--- src/rtl/lf_arg_rx_pkg.sv ---
package lf_arg_rx_pkg;

  typedef enum logic [1:0] {
    MODE_LOGIN = 2'd0,
    MODE_SELRD = 2'd1,
    MODE_RESET = 2'd2,
    MODE_NONE  = 2'd3
  } arg_mode_e;

  localparam int unsigned SEG_COUNT = 6;

  // even parity bit over one byte
  function automatic logic even_par8(input logic [7:0] b);
    return ^b;
  endfunction

  // duration in ticks of response segment idx; even segments are high
  function automatic int unsigned seg_len(input logic is_ack, input int unsigned idx,
                                          input int unsigned unit,
                                          input int unsigned ack_long,
                                          input int unsigned nack_long);
    int unsigned r;
    case (idx)
      0, 1:    r = unit;
      2, 4:    r = is_ack ? ack_long : nack_long;
      default: r = is_ack ? unit : (unit + ack_long - nack_long);
    endcase
    return r;
  endfunction

endpackage

--- src/rtl/lf_arg_parser.sv ---
module lf_arg_parser
  import lf_arg_rx_pkg::*;
(
  input  logic        clk,
  input  logic        rst_n,
  input  logic        start,
  input  logic        sel_mode,
  input  logic        bit_vld,
  input  logic        bit_in,
  output logic        fin,
  output logic        ok,
  output logic [31:0] pwd,
  output logic [5:0]  addr_a,
  output logic [5:0]  addr_b
);

  typedef enum logic [2:0] {P_IDLE, P_DATA, P_BPAR, P_CPAR, P_ZERO} pst_e;

  pst_e       pst;
  logic [2:0] bitcnt;
  logic [1:0] bytecnt;
  logic [7:0] cur;
  logic [7:0] colacc;
  logic [7:0] colrx;
  logic       second;
  logic [7:0] cur_nxt;
  logic [7:0] col_nxt;
  logic       bpar_bad;

  assign cur_nxt  = {cur[6:0], bit_in};
  assign col_nxt  = {colrx[6:0], bit_in};
  assign bpar_bad = (bit_in != even_par8(cur)) || (sel_mode && (cur[7:6] != 2'b00));

  always_ff @(posedge clk or negedge rst_n) begin
    if (!rst_n) begin
      pst     <= P_IDLE;
      bitcnt  <= '0;
      bytecnt <= '0;
      cur     <= '0;
      colacc  <= '0;
      colrx   <= '0;
      second  <= 1'b0;
      fin     <= 1'b0;
      ok      <= 1'b0;
      pwd     <= '0;
      addr_a  <= '0;
      addr_b  <= '0;
    end else begin
      fin <= 1'b0;
      if (start) begin
        pst     <= P_DATA;
        bitcnt  <= '0;
        bytecnt <= '0;
        colacc  <= '0;
        second  <= 1'b0;
        ok      <= 1'b0;
        pwd     <= '0;
        addr_a  <= '0;
        addr_b  <= '0;
      end else if (bit_vld) begin
        case (pst)
          P_DATA: begin
            cur    <= cur_nxt;
            bitcnt <= bitcnt + 3'd1;
            if (bitcnt == 3'd7) pst <= P_BPAR;
          end
          P_BPAR: begin
            if (bpar_bad) begin
              pst <= P_IDLE;
              fin <= 1'b1;
              ok  <= 1'b0;
            end else if (sel_mode) begin
              if (!second) begin
                addr_a <= cur[5:0];
                second <= 1'b1;
                pst    <= P_DATA;
              end else begin
                addr_b <= cur[5:0];
                pst    <= P_IDLE;
                fin    <= 1'b1;
                ok     <= 1'b1;
              end
            end else begin
              pwd     <= {pwd[23:0], cur};
              colacc  <= colacc ^ cur;
              bytecnt <= bytecnt + 2'd1;
              pst     <= (bytecnt == 2'd3) ? P_CPAR : P_DATA;
            end
          end
          P_CPAR: begin
            colrx  <= col_nxt;
            bitcnt <= bitcnt + 3'd1;
            if (bitcnt == 3'd7) begin
              if (col_nxt == colacc) begin
                pst <= P_ZERO;
              end else begin
                pst <= P_IDLE;
                fin <= 1'b1;
                ok  <= 1'b0;
              end
            end
          end
          P_ZERO: begin
            pst <= P_IDLE;
            fin <= 1'b1;
            ok  <= ~bit_in;
          end
          default: pst <= P_IDLE;
        endcase
      end
    end
  end

endmodule

--- src/rtl/lf_resp_wave.sv ---
module lf_resp_wave
  import lf_arg_rx_pkg::*;
#(
  parameter int unsigned UNIT      = 32,
  parameter int unsigned ACK_LONG  = 96,
  parameter int unsigned NACK_LONG = 64,
  parameter int unsigned CNT_W     = 12
) (
  input  logic clk,
  input  logic rst_n,
  input  logic start,
  input  logic ack,
  input  logic tick,
  output logic mod_out,
  output logic fin
);

  localparam int unsigned SEG_W = $clog2(SEG_COUNT);

  logic             act;
  logic             is_ack;
  logic [SEG_W-1:0] seg;
  logic [SEG_W-1:0] seg_nxt;
  logic [CNT_W-1:0] cnt;
  logic [CNT_W-1:0] cnt_last;

  assign seg_nxt  = seg + SEG_W'(1);
  assign cnt_last = CNT_W'(seg_len(is_ack, int'(seg), UNIT, ACK_LONG, NACK_LONG) - 1);

  always_ff @(posedge clk or negedge rst_n) begin
    if (!rst_n) begin
      act     <= 1'b0;
      is_ack  <= 1'b0;
      seg     <= '0;
      cnt     <= '0;
      mod_out <= 1'b0;
      fin     <= 1'b0;
    end else begin
      fin <= 1'b0;
      if (start) begin
        act     <= 1'b1;
        is_ack  <= ack;
        seg     <= '0;
        cnt     <= '0;
        mod_out <= 1'b1;
      end else if (act && tick) begin
        if (cnt == cnt_last) begin
          cnt <= '0;
          if (int'(seg) == SEG_COUNT - 1) begin
            act     <= 1'b0;
            mod_out <= 1'b0;
            fin     <= 1'b1;
          end else begin
            seg     <= seg_nxt;
            mod_out <= ~seg_nxt[0];
          end
        end else begin
          cnt <= cnt + CNT_W'(1);
        end
      end
    end
  end

endmodule

--- src/rtl/lf_tick_wait.sv ---
module lf_tick_wait #(
  parameter int unsigned CNT_W = 12
) (
  input  logic             clk,
  input  logic             rst_n,
  input  logic             start,
  input  logic [CNT_W-1:0] len,
  input  logic             tick,
  output logic             fin
);

  logic             act;
  logic [CNT_W-1:0] cnt;

  always_ff @(posedge clk or negedge rst_n) begin
    if (!rst_n) begin
      act <= 1'b0;
      cnt <= '0;
      fin <= 1'b0;
    end else begin
      fin <= 1'b0;
      if (start) begin
        act <= 1'b1;
        cnt <= len;
      end else if (act && tick) begin
        if (cnt <= CNT_W'(1)) begin
          act <= 1'b0;
          fin <= 1'b1;
        end else begin
          cnt <= cnt - CNT_W'(1);
        end
      end
    end
  end

endmodule

--- src/rtl/lf_arg_rx.sv ---
module lf_arg_rx
  import lf_arg_rx_pkg::*;
#(
  parameter int unsigned UNIT        = 32,
  parameter int unsigned ACK_LONG    = 96,
  parameter int unsigned NACK_LONG   = 64,
  parameter int unsigned PAUSE_TICKS = 64,
  parameter int unsigned INIT_TICKS  = 2112
) (
  input  logic        clk,
  input  logic        rst_n,
  input  logic        start,
  input  logic [1:0]  mode,
  input  logic        bit_vld,
  input  logic        bit_in,
  input  logic        tick,
  output logic [31:0] pwd,
  output logic [5:0]  addr_first,
  output logic [5:0]  addr_last,
  output logic        arg_ok,
  output logic        sel_load,
  output logic        rd_restore,
  output logic        mod_out,
  output logic        done
);

  localparam int unsigned CNT_W =
    $clog2(INIT_TICKS + PAUSE_TICKS + UNIT + ACK_LONG + NACK_LONG + 1);

  typedef enum logic [2:0] {T_IDLE, T_RX, T_PRE, T_WAVE, T_POST} tst_e;

  tst_e       tst;
  arg_mode_e  mode_q;

  // named internal events
  logic st_idle, st_rx, st_wave;
  logic rx_start, pre_start;
  logic rx_fin, rx_ok;
  logic wave_start, wave_ack, wave_fin;
  logic tmr_start, tmr_fin;
  logic [CNT_W-1:0] tmr_len;

  assign st_idle   = (tst == T_IDLE);
  assign st_rx     = (tst == T_RX);
  assign st_wave   = (tst == T_WAVE);
  assign rx_start  = st_idle && start &&
                     ((arg_mode_e'(mode) == MODE_LOGIN) || (arg_mode_e'(mode) == MODE_SELRD));
  assign pre_start = st_idle && start && (arg_mode_e'(mode) == MODE_RESET);

  assign wave_start = (st_rx && rx_fin) || ((tst == T_PRE) && tmr_fin);
  assign wave_ack   = (tst == T_PRE) ? 1'b1 : rx_ok;
  assign tmr_start  = pre_start || (st_wave && wave_fin);
  assign tmr_len    = (pre_start || (mode_q != MODE_RESET)) ? CNT_W'(PAUSE_TICKS)
                                                            : CNT_W'(INIT_TICKS);

  lf_arg_parser u_parse (
    .clk      (clk),
    .rst_n    (rst_n),
    .start    (rx_start),
    .sel_mode (mode_q == MODE_SELRD),
    .bit_vld  (bit_vld && st_rx),
    .bit_in   (bit_in),
    .fin      (rx_fin),
    .ok       (rx_ok),
    .pwd      (pwd),
    .addr_a   (addr_first),
    .addr_b   (addr_last)
  );

  lf_resp_wave #(
    .UNIT      (UNIT),
    .ACK_LONG  (ACK_LONG),
    .NACK_LONG (NACK_LONG),
    .CNT_W     (CNT_W)
  ) u_wave (
    .clk     (clk),
    .rst_n   (rst_n),
    .start   (wave_start),
    .ack     (wave_ack),
    .tick    (tick),
    .mod_out (mod_out),
    .fin     (wave_fin)
  );

  lf_tick_wait #(
    .CNT_W (CNT_W)
  ) u_wait (
    .clk   (clk),
    .rst_n (rst_n),
    .start (tmr_start),
    .len   (tmr_len),
    .tick  (tick),
    .fin   (tmr_fin)
  );

  always_ff @(posedge clk or negedge rst_n) begin
    if (!rst_n) begin
      tst        <= T_IDLE;
      mode_q     <= MODE_NONE;
      arg_ok     <= 1'b0;
      done       <= 1'b0;
      sel_load   <= 1'b0;
      rd_restore <= 1'b0;
    end else begin
      done       <= 1'b0;
      sel_load   <= 1'b0;
      rd_restore <= 1'b0;
      case (tst)
        T_IDLE: begin
          if (rx_start || pre_start) begin
            mode_q <= arg_mode_e'(mode);
            arg_ok <= 1'b0;
            tst    <= rx_start ? T_RX : T_PRE;
          end
        end
        T_RX: begin
          if (rx_fin) begin
            arg_ok <= rx_ok;
            tst    <= T_WAVE;
          end
        end
        T_PRE: begin
          if (tmr_fin) begin
            rd_restore <= 1'b1;
            tst        <= T_WAVE;
          end
        end
        T_WAVE: begin
          if (wave_fin) tst <= T_POST;
        end
        T_POST: begin
          if (tmr_fin) begin
            done     <= 1'b1;
            sel_load <= (mode_q == MODE_SELRD) && arg_ok;
            tst      <= T_IDLE;
          end
        end
        default: tst <= T_IDLE;
      endcase
    end
  end

endmodule

--- config.mk ---
export PLATFORM = sky130hd
export DESIGN_NAME = lf_arg_rx
export DESIGN_NICKNAME = d
export VERILOG_FILES = /design/src/rtl/lf_arg_rx_pkg.sv /design/src/rtl/lf_arg_parser.sv /design/src/rtl/lf_resp_wave.sv /design/src/rtl/lf_tick_wait.sv /design/src/rtl/lf_arg_rx.sv
export SDC_FILE = /design/constraint.sdc
export NUM_CORES = 1
export LEC_CHECK = 0
export BUFFER_PORTS_ARGS = -buffer_cell sky130_fd_sc_hd__buf_2
export CAP_MARGIN = 15
export CORE_MARGIN = 2
export CORE_UTILIZATION = 45
export CTS_CLUSTER_SIZE = 28
export DETAILED_ROUTE_END_ITERATION = 10
export PLACE_DENSITY_LB_ADDON = 0.3
export SLEW_MARGIN = 5
export SYNTH_ARGS = -nofsm -noshare
export SYNTH_HDL_FRONTEND = slang
export SYNTH_SLANG_ARGS = --single-unit
--- constraint.sdc ---
create_clock -name clk -period 2.6 [get_ports clk]
set_clock_uncertainty 0.1 [all_clocks]
set_input_delay 0.13 -clock clk [delete_from_list [all_inputs] [get_ports clk]]
set_output_delay 0.13 -clock clk [all_outputs]
set_load 0.02 [all_outputs]
==> results of run 1 <==
area by class of cell:
class / instances / area (µm²)
clock buffer: 23 / 478
multi-input combinational: 406 / 2610
sequential: 120 / 3010
fill: 1119 / 5500
inverter: 10 / 40.0
clock inverter: 9 / 145
timing repair buffer: 80 / 518
tap: 172 / 215
worst min path at each step:
stage | from | end | slack [ns] | cells past startpoint
floorplan | rst_n | arg_ok | -0.27 | 0
detailed placement | rst_n | u_wave.cnt[5] | 0.08 | 1
global route | bit_vld | u_parse.pst[2] | 0.11 | 4
finish | bit_vld | u_parse.pst[2] | 0.07 | 4
CTS | bit_vld | u_parse.pst[2] | 0.07 | 4
global placement | rst_n | u_wave.cnt[4] | 0.08 | 1
flip-flops by register name, summed over array words and instances, names as in the netlist, 3 cells and up:
| register | count |
|---|---|
| u_parse.pwd | 32 |
| u_wave.cnt | 12 |
| u_parse.pst | 3 |
| u_parse.addr_b | 6 |
| u_parse.bitcnt | 3 |
| u_parse.colacc | 8 |
| u_parse.colrx | 7 |
| u_parse.addr_a | 6 |
| u_parse.cur | 8 |
| tst | 3 |
| u_wait.cnt | 12 |
| u_wave.seg | 3 |
power by group through the flow:
stage                     Sequential (mW)  Combinational, mW  Clock [mW]
final                                2.49               1.78        2.45
after global routing                 2.53               1.99        2.59
after CTS                            2.48               1.72        2.50
after global placement               2.48               1.60           0
after floorplan                      2.40               1.34           0
after detailed placement             2.50               1.67           0
cells by family (layout without fill, tap and decap cells):
group | Yosys count | count (layout) | synth area share, %
compound gates | 100 | 100 | 10.5
xor+xnor | 35 | 35 | 5.37
fa+ha+maj | 12 | 12 | 2.63
buf+inv | 34 | 122 | 2.94
flops | 120 | 120 | 52.6
mux | 31 | 31 | 5.76
simple gates | 228 | 228 | 20.2
worst max-delay path, delay by kind of cell, from the launching register on:
kind                     cells  cell delay, ns
XOR/XNOR                     1            0.12
buffers and inverters        2            0.23
flip-flops                   1            0.39
adder cells (fa/ha/maj)      2            0.46
AO/OA/AOI/OAI                3            0.51
AND/OR/NAND/NOR              5            0.61
per-layer routing:
metal | routed length [µm] | GRT usage, %
met1 | 5830 | 26.6
met2 | 5640 | 28.3
met3 | 431 | 5.14
met4 | 149 | 5.65
met5 | 0 | 0
metrics by stage:
stage / instance area (µm²) / util, % / setup WS, ns / std cells
6_report: 7010 / 56.0 / 0.0594 / 820
5_1_grt: 7010 / 56.0 / -0.0977 / 820
4_1_cts: 6960 / 55.6 / 0.00252 / 816
2_1_floorplan: 5710 / - / 0.0435 / 560
3_5_place_dp: 6240 / 49.8 / -0.0329 / 779
3_3_place_gp: 6240 / 49.8 / 0.0473 / 779
timing repair:
item,CTS,global route
buffers inserted,1,4
hold buffers,4,0
endpoints found under the setup margin,4,41
pin swaps,5,6
hold endpoints to repair,51,0
resized for setup,13,8
cell usage in the layout, fill, tap and decap left out, types with 5 or more instances in the layout:
cell / instances
o21ai_0: 21
buf_4: 16
nor2_1: 41
buf_2: 55
nand4_1: 7
nand2b_1: 5
and3_1: 8
clkinv_2: 5
nand2_1: 103
xnor2_1: 21
nand3_1: 15
xor2_1: 13
a21oi_1: 47
ha_1: 10
mux2i_1: 16
mux2_2: 15
nor3_1: 5
dfrtp_1: 117
inv_1: 8
clkbuf_16: 17
or3_1: 8
==> summary.md, run 1 <==
| Metric | Value |
|---|---|
| Synth Flop Type | `dfrtp_1` |
| Initial Utilization | `about 46%` |
| Post-route ant nets | `0` |
| Crit path capture type | `flop` |
| Die ar. | `13600 µm²` |
| Inserted Clock Buffers | `17` |
| Fin. Hold Viols | `0` |
| Critical R2R Capture | `u_wave.seg[2]` |
| Crit share post-route | `a little over nine tenths` |
| First-pass GRT wire length | `19800 µm` |
| PortBufs | `56` |
| Internal power | `between 4 and 5 mW` |
| Die Ht | `about 120 µm` |
| Hold WC Path Type | `input port to flop` |
| Vias | `about 4300` |
| Syn nets | `580` |
| CP Data Required Time | `approximately 2.8 ns` |
| Routability congestion estimate | `0.808` |
| Worst-path clk slew | `0.05 ns` |
| Clock Tree Root | `clkbuf_16` |
| Reg2reg path depth | `13` |
| Critical path type | `flop to flop` |
| Largest net degree at the start of global routing | `53` |
| Sw Ratio | `between 30% and 40%` |
| I/O pins | `57` |
| Core area | `12500 µm²` |
| Tmin final | `between 2 and 3 ns` |
| Final net count | `655` |
| Slew @ Worst Pin | `roughly 0.60 ns` |
| Initial DRC count | `around 250` |
| Top post-synthesis cells by count | `dfrtp_1, nand2_1, a21oi_1` |
| Clk pwr share | `between 30% and 40%` |
| Max cap viols | `0` |
| DRT Pass-1 Iters | `5` |
| Yosys cell types | `62` |
| Vias in the first global route | `~3900` |
| Number of diodes | `0` |
| Area Overhead vs Synth | `22.8%` |
| Max-slew violations | `0` |
| Initial antenna violation count | `0` |
| CTS tree | `built` |
| Combinational fraction of design power | `26.5%` |
| RSZ-0062 raised after global routing | `true` |
| Synth top area share | `between 50% and 60%` |
| Remaining DRCs | `0` |
| Crit-path most repeated cell | `nor3_1` |
| Critical Path, Cell by Cell | `inv_2 -> ha_4 -> o21ba_4 -> nor2_4 -> a211oi_2 -> ha_1 -> xnor2_1 -> nor3_1 -> nand4_1 -> a21oi_2 -> buf_6 -> and4b_1 -> nor3_1` |
| Site Rows | `around 40` |
| Via-to-Cell Ratio | `~5.2` |
| Asr flop ratio synth | `between 90% and 100%` |
| Synthesis-stage register bit count | `120` |
| Layout cells sized above 1 | `23.1%` |
| CP max FO | `6` |
| Most frequent cell after synthesis | `dfrtp_1` |
| PwrDens | `around 960 nW/µm²` |
| Synth Instances | `560` |
| Startpoint Class | `flop` |
| Routed wire per std cell | `around 15 µm` |
| Power, Total | `roughly 6.7 mW` |
| CTS sink cnt | `120` |
| Status | `complete, no violations` |
| DP Wirelength | `8230 µm` |
| Total track usage | `a little under a fifth` |
| Hold Worst Slack | `0.0742 ns` |
| Leakage power | `3.43 nW` |
| Sequential fraction of the synthesis area | `approximately 53%` |
| Largest cells by area after synthesis | `dfrtp_1, nand2_1, a21oi_1` |
| Sequential power share | `a little under two fifths` |
| Crit-path slowest cell | `dfrtp_1` |
| Sw Pwr | `between 2 and 2.5 mW` |
| FMAX | `slightly below 400 MHz` |
| Overflow after GRT | `0` |
| Post-Route WL | `approximately 12000 µm` |
| Post-synth EDFFs | `0` |
| Worst setup path endpoint | `u_wave.seg[2]` |
| Worst rel slew slack | `59.9%` |
| Syn avg cell area | `10.2 µm²` |
| Max IR drop VDD | `0.452 mV` |
| Crit path DAT | `2.72 ns` |
| Clock latency on the worst-skew pair | `just over 0.4 ns` |
| Reg-to-Reg Start | `u_wave.seg[1]` |
| H-tree depth | `4` |
| Clock Tree Buf Depth | `2` |
| Total negative setup slack | `0 ns` |
| Worst path max stage delay | `0.39 ns` |
| Die width | `roughly 120 µm` |
| Synthesized area | `roughly 5700 µm²` |
| Reg2Reg Setup Slack | `0.06 ns` |
| Final setup vio count | `0` |
| Synth area leader | `dfrtp_1` |
| Crit. Startpoint | `u_wave.seg[1]` |
| Synth warn | `0` |
No activity file was read; power rests on OpenSTA's default activity.
==> run 2: changes to the inputs <==
Settings changed: CORE_UTILIZATION 45 to 35.
==> run 2 against run 1 <==
  * Critical path depth down 1
  * Critical endpoint is now u_wave.cnt[0]
  * Clock power down 12%
  * Die area up 28%
==> summary.md, run 2 (synthesis gave the netlist of run 1 again) <==
| Metric | Value |
|---|---|
| Status | `complete, no violations` |
| Via-to-Cell Ratio | `slightly below 5` |
| Fin. Hold Viols | `0` |
| Max IR drop VDD | `around 0.55 mV` |
| PortBufs | `56` |
| Worst-path clk slew | `roughly 0.060 ns` |
| Commonest non-fill, non-tap cell in the layout | `dfrtp_1` |
| First-pass GRT wire length | `around 21000 µm` |
| Post-route ant nets | `0` |
| Tmin final | `between 2 and 3 ns` |
| Core area | `around 16000 µm²` |
| CP max FO | `6` |
| Max cap viols | `0` |
| Max-slew violations | `0` |
| Power, Total | `about 6.4 mW` |
| Die Ht | `132 µm` |
| DP Wirelength | `~8400 µm` |
| Startpoint Class | `flop` |
| Hold WC Path Type | `input port to flop` |
| Largest regs | `u_parse.pwd (32), u_wait.cnt (12), u_wave.cnt (12)` |
| Number of diodes | `0` |
| Clock Tree Buf Depth | `2` |
| CP Data Required Time | `around 2.8 ns` |
| Layout cells sized above 1 | `roughly 23%` |
| Overflow after GRT | `0` |
| Vias | `roughly 4200` |
| Worst rel slew slack | `56.0%` |
| Number of flip-flops in the largest register | `32` |
| CTS tree | `built` |
| Initial DRC count | `roughly 260` |
| Initial antenna violation count | `0` |
| Final net count | `653` |
| CTS sink cnt | `120` |
| I/O pins | `57` |
| Clock latency on the worst-skew pair | `0.42 ns` |
| Total track usage | `15.3%` |
| Inserted Clock Buffers | `17` |
| Routed wire per std cell | `approximately 14 µm` |
| Leakage power | `between 3 and 4 nW` |
| Post-Route WL | `approximately 12000 µm` |
| Hold Worst Slack | `between 0.05 and 0.06 ns` |
| Site Rows | `46` |
| Placed Instances | `roughly 800` |
| Critical path type | `flop to flop` |
| FMAX | `between 300 and 400 MHz` |
| PwrDens | `916 nW/µm²` |
| Most frequent cells in the layout | `dfrtp_1, nand2_1, buf_2` |
| Initial Utilization | `35.8%` |
| Final Non-Filler Cells | `862` |
| Die ar. | `approximately 17000 µm²` |
| DRT Pass-1 Iters | `7` |
| Largest net degree at the start of global routing | `between 50 and 60` |
| Biggest register | `u_parse.pwd` |
| Vias in the first global route | `4334` |
| Final setup vio count | `0` |
| FF+latch area | `between 3000 and 4000 µm²` |
| H-tree depth | `4` |
| Remaining DRCs | `0` |
| Die width | `about 130 µm` |
| Crit path DAT | `approximately 2.7 ns` |
| Clock Tree Root | `clkbuf_16` |
| RSZ-0062 raised after global routing | `true` |
| Slew @ Worst Pin | `~0.66 ns` |
| Fillers | `about 1500` |
| Crit share post-route | `96.6%` |
| Routability congestion estimate | `about 0.79` |
| Area occupied by multi-input gates | `2610 µm²` |
| Crit path capture type | `flop` |
| Area Overhead vs Synth | `22.3%` |
## run 2: changes by cell type in the layout (fill, tap and decap cells not counted), moves of 2 or more
cell	before	now
clkinv_4	0	3
inv_6	0	3
buf_4	16	14
clkinv_2	5	1
bufinv_16	4	0
clkbuf_1	3	1
clkinvlp_4	0	5
## run 2: layout make-up
| class | count | share of cell area [%] |
|---|---|---|
| sequential | 120 | 43.0 |
| multi-input combinational | 406 | 37.3 |
| timing repair buffer | 78 | 7.33 |
| clock buffer | 20 | 6.54 |
| tap | 216 | 3.87 |
| clock inverter | 12 | 1.36 |
| inverter | 10 | 0.573 |
## run 2: per-stage QoR
| stage | instance area (µm²) | util [%] | setup slack [ns] | TNS (ns) |
|---|---|---|---|---|
| 2_1_floorplan | 5710 | - | 0.0435 | 0 |
| 3_3_place_gp | 6300 | 39.5 | 0.0261 | 0 |
| 3_5_place_dp | 6300 | 39.5 | -0.0956 | -0.217 |
| 4_1_cts | 6910 | 43.4 | -0.0114 | -0.0114 |
| 5_1_grt | 6990 | 43.8 | -0.0450 | -0.185 |
| 6_report | 6990 | 43.8 | 0.0875 | 0 |
## run 2: worst paths after layout
kind	startpoint	endpoint	slack, ns	cells past startpoint
min	bit_vld	u_parse.pst[2]	0.05	4
max in group asynchronous	rst_n	mode_q[0]	1.45	3
max	u_wave.seg[0]	u_wave.cnt[0]	0.09	12
min reg2reg	u_parse.colacc[2]	u_parse.colacc[2]	0.40	1
max reg2reg	u_wave.seg[0]	u_wave.cnt[0]	0.09	12
min in group asynchronous	rst_n	u_wait.cnt[9]	0.19	2
## run 2: where the power goes
| part | switching [mW] | total, mW | internal, mW |
|---|---|---|---|
| logic | 0.957 | 1.76 | 0.806 |
| clock network | 0.883 | 2.16 | 1.28 |
| registers | 0.331 | 2.48 | 2.15 |
| total | 2.17 | 6.40 | 4.23 |
## run 2: critical path, stage by stage (launching register included)
cell and delay, ns:
dfrtp_2 0.44, inv_4 0.09, ha_4 0.14, o21ba_4 0.15, nor2_4 0.04, a211oi_2 0.15
ha_1 0.27, xnor2_1 0.13, nor3_1 0.12, nand4_1 0.14, buf_4 0.18, and3_4 0.18
mux2_2 0.26
## run 2: timing repair
action | in CTS | in global routing
endpoints found under the setup margin | 4 | 33
resized for setup | 4 | 14
pin swaps | 3 | 4
setup buffers | 1 | 2
hold endpoints to repair | 54 | 0
hold buffers | 4 | 0
## run 2: routing by layer
layer,part of all wire (%),up-vias,routed length (µm),global-route usage [%]
met3,3.5,18,426,3.65
met2,46,56,5690,23.5
li1,-,2086,-,-
met5,0,-,0,0
met4,1.5,0,182,7.13
met1,49,2046,6020,20.5
==> run 3: changes to the inputs <==
==> constraint.sdc (replaced) <==
create_clock -name clk -period 2.6 [get_ports clk]
set_clock_uncertainty 0.1 [all_clocks]
set_input_delay 0.26 -clock clk [delete_from_list [all_inputs] [get_ports clk]]
set_output_delay 0.26 -clock clk [all_outputs]
set_load 0.02 [all_outputs]
==> run 3 against run 2 <==
  * Via count increased by 1.9%
  * Hold slack got worse by 0.017 ns
  * Critical endpoint is now u_wave.seg[0]
  * Sequential share of layout area decreased by 0.47 points
  * Worst setup slack got worse by 0.033 ns
  * Global-route usage about the same
  * Critical path depth increased by 1
  * Non-clock buffer count decreased by 2
  * Routed wire length increased by 2.2%
  * Final area increased by 1.1%
  * First-iteration DRC count increased by 9.6%
==> summary.md, run 3 (synthesis gave the netlist of run 1 again) <==
| Metric | Value |
|---|---|
| Die ar. | `17400 µm²` |
| DP Wirelength | `around 8400 µm` |
| Status | `complete, no violations` |
| CTS sink cnt | `120` |
| Post-Route WL | `between 10000 and 15000 µm` |
| Vias | `around 4300` |
| Initial antenna violation count | `0` |
| PortBufs | `56` |
| Combined buffer and inverter count along the critical path | `2` |
| RSZ-0062 raised after global routing | `true` |
| Clock latency on the worst-skew pair | `0.42 ns` |
| Startpoint Class | `flop` |
| Total track usage | `15.3%` |
| Initial DRC count | `between 200 and 300` |
| Critical Path, Cell by Cell | `inv_4 -> ha_4 -> o21ba_4 -> nor2_4 -> a211oi_2 -> ha_1 -> xnor2_1 -> nor3_1 -> nand4_1 -> a21oi_2 -> buf_4 -> and3_4 -> a21o_1` |
| Inserted Clock Buffers | `17` |
| Core area | `between 15000 and 20000 µm²` |
| Fin. Hold Viols | `0` |
| Remaining DRCs | `0` |
| Hold Worst Slack | `about 0.036 ns` |
| Number of flip-flops in the largest register | `32` |
| Routed wire per std cell | `~15 µm` |
| Clock Tree Buf Depth | `2` |
| Family with the most delay on the worst path | `compound AO/OA/AOI/OAI gates` |
| Clock Tree Root | `clkbuf_16` |
| Critical path type | `flop to flop` |
| Fillers | `roughly 1500` |
| First-pass GRT wire length | `between 20000 and 25000 µm` |
| Layout cells sized above 1 | `between 20% and 30%` |
| Number of diodes | `0` |
| Most frequent cells in the layout | `dfrtp_1, nand2_1, buf_2` |
| Overflow after GRT | `0` |
| Area Overhead vs Synth | `23.7%` |
| Worst-path clk slew | `approximately 0.05 ns` |
| I/O pins | `57` |
| Post-route ant nets | `0` |
| Crit path capture type | `flop` |
| Initial Utilization | `around 36%` |
| Largest net degree at the start of global routing | `99` |
| Die width | `between 100 and 150 µm` |
| Routability congestion estimate | `0.814` |
| Area occupied by multi-input gates | `approximately 2600 µm²` |
| Die Ht | `~130 µm` |
| FF+latch area | `3010 µm²` |
| Fin util | `around 44%` |
| Max IR drop VDD | `0.582 mV` |
| Worst rel slew slack | `65.4%` |
| Final setup vio count | `0` |
| Via-to-Cell Ratio | `4.98` |
| Biggest register | `u_parse.pwd` |
| Crit-path slowest cell | `dfrtp_2` |
| PwrDens | `between 900 and 1000 nW/µm²` |
| Crit share post-route | `a little over nine tenths` |
| Largest regs | `u_parse.pwd (32), u_wait.cnt (12), u_wave.cnt (12)` |
| Crit path DAT | `about 2.8 ns` |
| Commonest non-fill, non-tap cell in the layout | `dfrtp_1` |
| Vias in the first global route | `4236` |
| CP Data Required Time | `about 2.9 ns` |
| Hold WC Path Type | `input port to flop` |
| Max cap viols | `0` |
| CP max FO | `5` |
| Worst path max stage delay | `about 0.42 ns` |
| FMAX | `between 300 and 400 MHz` |
| H-tree depth | `4` |
| Final net count | `between 600 and 700` |
| CTS tree | `built` |
| Site Rows | `between 40 and 50` |
| Tmin final | `about 2.5 ns` |
| DRT Pass-1 Iters | `4` |
| Leakage power | `~3.4 nW` |
| Max-slew violations | `0` |
| Slew @ Worst Pin | `0.519 ns` |
==> run 3: cell types whose count changed in the layout (fill, tap and decap cells not counted), moves of 2 or more <==
cell / change
dlygate4sd3_1: -3
clkbuf_8: +2
inv_6: -3
bufinv_16: +3
clkinvlp_4: -4
==> run 3: path summary, 6_finish.rpt <==
kind	to	cells past startpoint	slack, ns	start
worst min register to register	u_parse.colacc[1]	1	0.39	u_parse.colacc[1]
worst max register to register	u_wave.seg[0]	13	0.05	u_wave.seg[0]
worst min-delay path	mode_q[0]	2	0.04	mode[0]
min in group asynchronous	u_parse.cur[3]	2	0.19	rst_n
worst max-delay path	u_wave.seg[0]	13	0.05	u_wave.seg[0]
max in group asynchronous	u_wave.seg[0]	3	1.40	rst_n
==> run 3: stage by stage <==
| stage | std cells | power (mW) | setup TNS, ns | instance area, µm² | setup WS (ns) |
|---|---|---|---|---|---|
| final | 860 | 6.72 | 0 | 7060 | 0.0543 |
| after global routing | 860 | 7.10 | -0.316 | 7060 | -0.0936 |
| after CTS | 857 | 6.70 | -0.228 | 7000 | -0.0617 |
| after detailed placement | 822 | 4.16 | -0.394 | 6300 | -0.137 |
| after global placement | 822 | 4.07 | 0 | 6300 | 0.0325 |
| after floorplan | 560 | 3.75 | 0 | 5710 | 0.0435 |
==> run 3: repair_timing <==
item,in CTS,in global routing
pin swaps,5,13
endpoints found under the hold margin,22,0
setup buffers,2,4
endpoints found under the setup margin,5,30
hold buffers,1,0
resized for setup,14,10
==> run 3: per-layer routing <==
layer	wire [µm]	GRT usage [%]	part of all wire, %	vias to the layer above
met3	484	3.58	3.8	18
met4	234	7.00	1.9	0
met2	5930	23.7	47	90
met1	5950	20.3	47	2105
li1	-	-	-	2072
met5	0	0	0	-
==> run 3: cell type report <==
type / count / area share [%]
Sequential cell: 120 / 42.6
Multi-Input combinational cell: 406 / 37.2
Timing Repair Buffer: 76 / 6.93
Clock buffer: 22 / 6.86
Tap cell: 216 / 3.83
Clock inverter: 10 / 2.02
Inverter: 10 / 0.567
==> run 3: power breakdown <==
part	switching (mW)	total (mW)	internal (mW)
combinational	0.970	1.79	0.822
clock	0.845	2.45	1.61
sequential	0.329	2.48	2.15
